--- src/rtl/fefi_pkg.sv ---
package fefi_pkg;

    typedef enum logic [1:0] {
        ST_PASS = 2'd0,
        ST_MIN  = 2'd1,
        ST_HOLD = 2'd2
    } fefi_state_t;

    // Bit positions of the condition vector fed through the synchronizer.
    localparam int unsigned COND_FIBER = 0;
    localparam int unsigned COND_EN    = 1;
    localparam int unsigned COND_SD    = 2;
    localparam int unsigned COND_LOCK  = 3;
    localparam int unsigned COND_LOOP  = 4;
    localparam int unsigned COND_W     = 5;

endpackage

--- src/rtl/fefi_sync.sv ---
module fefi_sync #(
    parameter int unsigned WIDTH  = 5,
    parameter int unsigned STAGES = 2
) (
    input  logic             clk,
    input  logic             rst,
    input  logic [WIDTH-1:0] async_i,
    output logic [WIDTH-1:0] sync_o
);

    logic [WIDTH-1:0] stage_q [STAGES];

    genvar s;
    generate
        for (s = 0; s < STAGES; s++) begin : g_stage
            if (s == 0) begin : g_first
                always_ff @(posedge clk) begin
                    if (rst) stage_q[0] <= '0;
                    else     stage_q[0] <= async_i;
                end
            end else begin : g_next
                always_ff @(posedge clk) begin
                    if (rst) stage_q[s] <= '0;
                    else     stage_q[s] <= stage_q[s-1];
                end
            end
        end
    endgenerate

    assign sync_o = stage_q[STAGES-1];

endmodule

--- src/rtl/fefi_qualify.sv ---
module fefi_qualify
    import fefi_pkg::*;
(
    input  logic [COND_W-1:0] cond_i,
    output logic              qual_o
);

    logic local_fault;

    always_comb begin
        local_fault = !cond_i[COND_SD] || !cond_i[COND_LOCK];
        qual_o      = cond_i[COND_FIBER] && cond_i[COND_EN]
                      && !cond_i[COND_LOOP] && local_fault;
    end

endmodule

--- src/rtl/fefi_pattern.sv ---
module fefi_pattern #(
    parameter int unsigned ONES_LEN = 84,
    parameter int unsigned MIN_REPS = 3
) (
    input  logic clk,
    input  logic rst,
    input  logic run_i,
    output logic code_bit_o,
    output logic pat_end_o,
    output logic min_done_o
);

    localparam int unsigned BW = $clog2(ONES_LEN + 1);
    localparam int unsigned RW = $clog2(MIN_REPS + 1);
    localparam logic [BW-1:0] LAST_POS = BW'(ONES_LEN);
    localparam logic [RW-1:0] LAST_REP = RW'(MIN_REPS - 1);

    logic [BW-1:0] bit_cnt;
    logic [RW-1:0] rep_cnt;

    always_comb begin
        pat_end_o  = (bit_cnt == LAST_POS);
        code_bit_o = !pat_end_o;
        min_done_o = pat_end_o && (rep_cnt == LAST_REP);
    end

    always_ff @(posedge clk) begin
        if (rst || !run_i) begin
            bit_cnt <= '0;
            rep_cnt <= '0;
        end else if (pat_end_o) begin
            bit_cnt <= '0;
            if (rep_cnt != LAST_REP) rep_cnt <= rep_cnt + 1'b1;
        end else begin
            bit_cnt <= bit_cnt + 1'b1;
        end
    end

endmodule

--- src/rtl/fefi_gen.sv ---
module fefi_gen
    import fefi_pkg::*;
#(
    parameter int unsigned ONES_LEN    = 84,
    parameter int unsigned MIN_REPS    = 3,
    parameter int unsigned SYNC_STAGES = 2
) (
    input  logic clk,
    input  logic rst,
    input  logic fiber_mode_i,
    input  logic fault_en_i,
    input  logic sig_det_i,
    input  logic pll_lock_i,
    input  logic loopback_i,
    input  logic tx_code_i,
    output logic tx_code_o,
    output logic fault_active_o
);

    logic [COND_W-1:0] cond_raw;
    logic [COND_W-1:0] cond_sync;
    logic              qual;
    logic              run;
    logic              code_bit;
    logic              pat_end;
    logic              min_done;
    fefi_state_t       state_q;
    fefi_state_t       state_d;

    always_comb begin
        cond_raw             = '0;
        cond_raw[COND_FIBER] = fiber_mode_i;
        cond_raw[COND_EN]    = fault_en_i;
        cond_raw[COND_SD]    = sig_det_i;
        cond_raw[COND_LOCK]  = pll_lock_i;
        cond_raw[COND_LOOP]  = loopback_i;
    end

    fefi_sync #(
        .WIDTH  (COND_W),
        .STAGES (SYNC_STAGES)
    ) u_sync (
        .clk     (clk),
        .rst     (rst),
        .async_i (cond_raw),
        .sync_o  (cond_sync)
    );

    fefi_qualify u_qual (
        .cond_i (cond_sync),
        .qual_o (qual)
    );

    fefi_pattern #(
        .ONES_LEN (ONES_LEN),
        .MIN_REPS (MIN_REPS)
    ) u_pat (
        .clk        (clk),
        .rst        (rst),
        .run_i      (run),
        .code_bit_o (code_bit),
        .pat_end_o  (pat_end),
        .min_done_o (min_done)
    );

    always_ff @(posedge clk) begin
        if (rst) state_q <= ST_PASS;
        else     state_q <= state_d;
    end

    always_comb begin
        state_d = state_q;
        unique case (state_q)
            ST_PASS: if (qual) state_d = ST_MIN;
            ST_MIN:  if (min_done) state_d = qual ? ST_HOLD : ST_PASS;
            ST_HOLD: if (pat_end && !qual) state_d = ST_PASS;
            default: state_d = ST_PASS;
        endcase
    end

    always_comb begin
        run            = 1'b0;
        fault_active_o = 1'b0;
        tx_code_o      = tx_code_i;
        unique case (state_q)
            ST_PASS: begin
                run       = 1'b0;
                tx_code_o = tx_code_i;
            end
            ST_MIN, ST_HOLD: begin
                run            = 1'b1;
                fault_active_o = 1'b1;
                tx_code_o      = code_bit;
            end
            default: begin
                run       = 1'b0;
                tx_code_o = tx_code_i;
            end
        endcase
    end

endmodule

--- config.mk ---
export PLATFORM = sky130hd
export DESIGN_NAME = fefi_gen
export DESIGN_NICKNAME = d
export VERILOG_FILES = /design/src/rtl/fefi_pkg.sv /design/src/rtl/fefi_sync.sv /design/src/rtl/fefi_qualify.sv /design/src/rtl/fefi_pattern.sv /design/src/rtl/fefi_gen.sv
export SDC_FILE = /design/constraint.sdc
export NUM_CORES = 1
export LEC_CHECK = 0
export ABC_AREA = 1
export BUFFER_PORTS_ARGS = -buffer_cell sky130_fd_sc_hd__buf_4
export CAP_MARGIN = 20
export CORE_MARGIN = 2
export CORE_UTILIZATION = 54
export CTS_CLUSTER_DIAMETER = 120
export DETAILED_ROUTE_END_ITERATION = 16
export GPL_TIMING_DRIVEN = 0
export HOLD_SLACK_MARGIN = 0.08
export PLACE_DENSITY = 0.74
export REMOVE_ABC_BUFFERS = 1
export SLEW_MARGIN = 15
export SYNTH_ARGS = -nofsm -noshare
export SYNTH_HDL_FRONTEND = slang
export SYNTH_SLANG_ARGS = --single-unit
--- constraint.sdc ---
create_clock -name clk -period 1.63 [get_ports clk]
set_input_delay 0.2445 -clock clk [delete_from_list [all_inputs] [get_ports clk]]
set_output_delay 0.2445 -clock clk [all_outputs]
set_load 0.01 [all_outputs]
# Word-level counts from Yosys, hierarchy flattened
# Memories as Yosys holds them, arrays and structs flattened.
# Cells that the tools add are included.
# totals
ff_bits	11
latch_bits	0
mem_count	1
out_inout_bits	2
ramBits	10
elab_cells	46
rom_bits	0
inputBits	8
# classes
add_sub_neg	2
multipliers	0
bitwise	2
n_eq_ne	8
n_shift	0
n_reduce_logical	18
magnitude_cmp	0
div	0
n_mux	12
# memory_table
name	words	word_bits	rd	rd_ports_with_merged_regs	write_ports	line_no	rtl
u_sync.stage_q	2	5	2	0	2	fefi_sync.sv:11	logic [WIDTH-1:0] stage_q [STAGES];
# op_table
cell	n
5-bit two-way mux	2
2-bit two-way mux	4
2-bit inequality test, second input constant	4
7-bit by 1-bit adder with 7-bit output, second input constant	1
7-bit equality test, second input constant	1
1-bit logical NOT	6
2-bit one-hot mux with 3 select lines	1
1-bit logical AND	5
1-bit two-way mux	5
2-bit equality test, second input constant	2
2-bit OR reduction	2
3-bit AND reduction	1
2-bit by 1-bit adder with 2-bit output, second input constant	1
2-bit by 1-bit equality test with 1-bit output, second input constant	1
2-bit logical NOT	1
1-bit logical OR	2
1-bit OR	2
2-bit AND reduction	1

# Depth between registers and ports, before layout
# depth
ltp_word	7
ltp_mapped	10
mapped_depth_nobuf	10

# Modules after synthesis
# A second synthesis with hierarchy kept.
# hier_totals
hier_cells	124
hier_area_um2	943.4
# by_module_without_submodules
module	area_each_um2	seq_area_each_um2	instances	cells_per_inst
fefi_pattern	452.9	180.2	1	63
fefi_sync	286.5	200.2	1	31
fefi_gen	185.2	40.0	1	25
fefi_qualify	18.8	0.0	1	5

# Worst setup path after synthesis
# OpenSTA, ideal clock, no wires.
# synth_path
path_type	reg2reg
start	register state_q[1]
end	register u_pat.bit_cnt[5]
synth_period_minus_slack_ps	1366
t_required_ps	1572
n_path_buf	0
slack_ps	264
stages_incl_launch_ff	8
setup_time_ps	58
arrival_time_ps	1308
path_cell_list	dfxtp_1 > inv_1 > ha_1 > inv_1 > nor2_1 > o21ai_1 > a21oi_1 > o21a_1
# synth_between
elab_chain_len	6
elab_cells_between_ends	7
cone_classes	eq/ne (2); mux (1); reduce/logical (4)
# synth_lines
element	line_no	rtl
start: declaration	fefi_gen.sv:27	fefi_state_t state_q;
start signal: assignment	fefi_gen.sv:68	else state_q <= state_d;
2-bit equality test or 2-bit by 1-bit equality test with 1-bit output (tied branches)	n/a	
2-bit OR reduction *	n/a	
1-bit two-way mux *	n/a	
named net fault_active_o	fefi_gen.sv:17	output logic fault_active_o
1-bit logical NOT *	fefi_pattern.sv:28	if (rst || !run_i) begin
1-bit logical OR *	fefi_pattern.sv:28	
2-bit OR reduction (no line) *	n/a	
end signal: assignment	fefi_pattern.sv:35	bit_cnt <= bit_cnt + 1'b1;
end: declaration	fefi_pattern.sv:18	logic [BW-1:0] bit_cnt;
# The timed path passes the listed nets; every way through them passes the cells marked *.
# A chain may end at the register's enable or synchronous reset.

# Worst setup path in the final report
# layout_path
start	register u_pat.bit_cnt[1]
end	output port tx_code_o
# layout_between
elab_chain_len	3
# layout_lines
element	line_no	rtl
7-bit equality test	fefi_pattern.sv:22	pat_end_o = (bit_cnt == LAST_POS);
1-bit logical NOT	fefi_pattern.sv:23	code_bit_o = !pat_end_o;
1-bit two-way mux	fefi_gen.sv:85	unique case (state_q)
end: declaration	fefi_gen.sv:16	output logic tx_code_o,
# Every way passes these cells.

==> results by group <==
Timing
  • Final setup TNS: 0 ns
  • Fin crit share: a little over nine tenths
  • Fmax: approximately 0.64 GHz
  • Final worst slack: 0.0712 ns
  • Fin crit period: 1.56 ns
  • Worst Skew: approximately 0.0033 ns
  • Worst slew pin tran: ~0.53 ns
  • Max Slew Vio Count: 0
  • Final setup viols: 0
  • Final hold vios: 0
  • Slew HR: between 60 and 70%

Logic synthesis
  • Yosys top cell by area: dfxtp_1
  • Area share of the leading cell type in the synthesized netlist: between 40% and 50%
  • Ranking of synthesized cells by area: dfxtp_1 47%, ha_1 9.8%, inv_1 9.7%
  • FFs w/ async S/R, synth: 0%
  • Synth cell types: 20
  • Count leader, synth: inv_1
  • Synth Instances: about 110
  • #FFs+latches synth: 21
  • Seq/Total Area, Yosys: 47.3%
  • Synthesized cell area: 890 um2
  • Primary FF master, synth: dfxtp_1
  • Synth warn: 0
  • Syn Area/Cell: 7.80 um2
  • Top cells by count, synth: 23 x inv_1, 21 x dfxtp_1, 21 x nor2_1, 15 x nand2_1, 7 x ha_1
  • EDFF count, synth: 0

Finish
  • Final instance area: 1050 um2
  • # diodes: 0
  • Final core occ: about 69%
  • Nets: roughly 140
  • Layout cells sized above 1: 21.1%
  • Area growth, synth to finish: 18.1%

Worst setup path
  • Slowest CP cell: dfxtp_2
  • Crit path max-delay family: flip-flops
  • Crit Path Max Fanout: 4
  • Kind of critical path: reg -> out
  • WP buf/inv: 2
  • Delay of the slowest critical-path stage: ~0.35 ns
  • Cell Chain, Critical Path: inv_1 -> ha_2 -> nand3_4 -> nor2_4 -> o21ai_1 -> buf_4
  • Req. time, crit path: about 1.4 ns
  • Crit path DAT: roughly 1.3 ns
  • CP Launch Type: flop
  • Crit. End Element: output pin

Clock network
  • Max clock buf depth: 2
  • Worst skew pair latency: about 0.3 ns
  • Clk slew on worst S/H paths: 0.11 ns
  • CTS Buf Count: 3
  • Clock Root Buffer: clkbuf_4
  • H-tree depth: 1
  • CTS tree: yes
  • Clock sinks: 21
  • Hold buffer count at cts: 0

Placement
  • Hpwl dp: ~910 um
  • GPL Wtd Cong: between 0.8 and 0.9
  • Area after DPL: 973 um2
  • Port buffer count: 9
  • Pre-CTS WS: roughly 0.14 ns

GRT
  • GRT Resource Usage Total: between 10% and 20%
  • Largest net degree at the start of global routing: 14
  • Grt ovf: 0
  • Number of global-route vias before repair: between 600 and 700
  • Initial antenna violation count: 0
  • First-pass GRT wire length: ~2200 um

Pwr
  • Leakage: approximately 0.43 nW
  • Peak VDD IR: ~0.55 mV
  • Switching portion of total power: ~24%
  • Int Power: just under 0.0007 W
  • Gate power share: around 13%
  • Clk pwr share: ~27%
  • Total power: just under 0.0009 W
  • P_sw: 0.000214 W
  • Pwr dens: ~850 nW/um2
  • Sequential power share: 60.5%

Drt
  • Routed len/inst: 8.65 um
  • Drt initial violations: 11
  • Initial DRT Pass Iterations: 4
  • Post-route DRC: 0
  • Antenna viol nets, final: 0
  • Via count: ~690
  • Routed vias/inst: 4.78
  • Post-Route WL: roughly 1200 um

Floorplan
  • Core Box Area: between 1500 and 2000 um2
  • FP Rows: 14
  • Die extent in x: approximately 45 um
  • Initial Utilization: around three fifths
  • # IOs: 10
  • Die area: approximately 2000 um2
  • Die Y: roughly 45 um

Flow run
  • Max_cap viols: 0

Min path
  • Hold Path Class: in -> reg

Run status
  • Outcome: completed
flip-flops by register name (all words and copies together), names as in the netlist:
name            cells
u_sync.stage_q     10
state_q             2
u_pat.rep_cnt       2
u_pat.bit_cnt       7
metal layers:
layer / part of all wire, % / global-route usage [%] / up-vias
met5: 0 / 0 / -
met4: 2.9 / 9.09 / 0
met3: 4.3 / 4.90 / 5
met2: 45 / 23.5 / 12
met1: 47 / 19.2 / 297
li1: - / - / 375
worst register-to-register path, delay by kind of cell, from the launching register on:
kind	cells	cell delay (ns)
AO/OA/AOI/OAI	3	0.52
buffers and inverters	2	0.12
AND/OR/NAND/NOR	1	0.14
adder cells (fa/ha/maj)	1	0.28
flip-flops	1	0.35
final timing paths:
path                                    from                              end  slack [ns]  cells past startpoint
max reg2reg          state_q[1]$_SDFFE_PP0P_      u_pat.bit_cnt[5]$_SDFF_PP0_        0.18                      7
min reg2reg  u_sync.stage_q[0][0]$_SDFF_PP0_  u_sync.stage_q[1][0]$_SDFF_PP0_        0.41                      2
min                             fiber_mode_i  u_sync.stage_q[0][0]$_SDFF_PP0_        0.14                      3
max              u_pat.bit_cnt[1]$_SDFF_PP0_                        tx_code_o        0.07                      6
cells in the final DEF, fill, tap and decap left out, types with 2 or more instances in the layout:
| cell type | n |
|---|---|
| inv_1 | 21 |
| nor2_1 | 21 |
| dfxtp_1 | 17 |
| nand2_1 | 15 |
| buf_4 | 11 |
| a21oi_1 | 5 |
| ha_1 | 5 |
| nand3_1 | 4 |
| o21ai_0 | 3 |
| clkbuf_4 | 3 |
| dfxtp_2 | 3 |
| inv_2 | 2 |
| o21ai_1 | 2 |
| nand4_1 | 2 |
power by group through the flow:
stage          logic [W]  clock network, W  registers, W
4_1_cts         0.000100          0.000249      0.000539
2_1_floorplan  0.0000609                 0      0.000548
5_1_grt         0.000133          0.000275      0.000541
6_report        0.000112          0.000239      0.000538
3_5_place_dp   0.0000992                 0      0.000550
3_3_place_gp   0.0000962                 0      0.000549
repair_timing:
action / CTS / global route
setup buffers: 0 / 2
gates resized for setup: 3 / 9
pin swaps: 0 / 3
setup endpoints to repair: 1 / 1
endpoints found under the hold margin: 0 / 0
layout make-up:
cell class,count,area (um2)
multi-input combinational,69,407
fill,139,473
inverter,23,86.3
tap,16,20.0
timing repair buffer,11,82.6
clock buffer,3,22.5
clock inverter,1,5.00
sequential,21,428
metrics by stage:
stage,cells,hold WS (ns)
finish,144,0.139
global route,144,0.133
CTS,142,0.130
detailed placement,138,0.394
global placement,138,0.389
floorplan,113,0.314
cells by family after synthesis:
family / count (synthesis) / synth area share, %
buf+inv: 24 / 10.1
simple gates: 50 / 25.3
flops: 21 / 47.3
compound gates: 11 / 6.47
fa+ha+maj: 7 / 9.84
xor+xnor: 1 / 0.985
No activity file was read; power rests on OpenSTA's default activity.
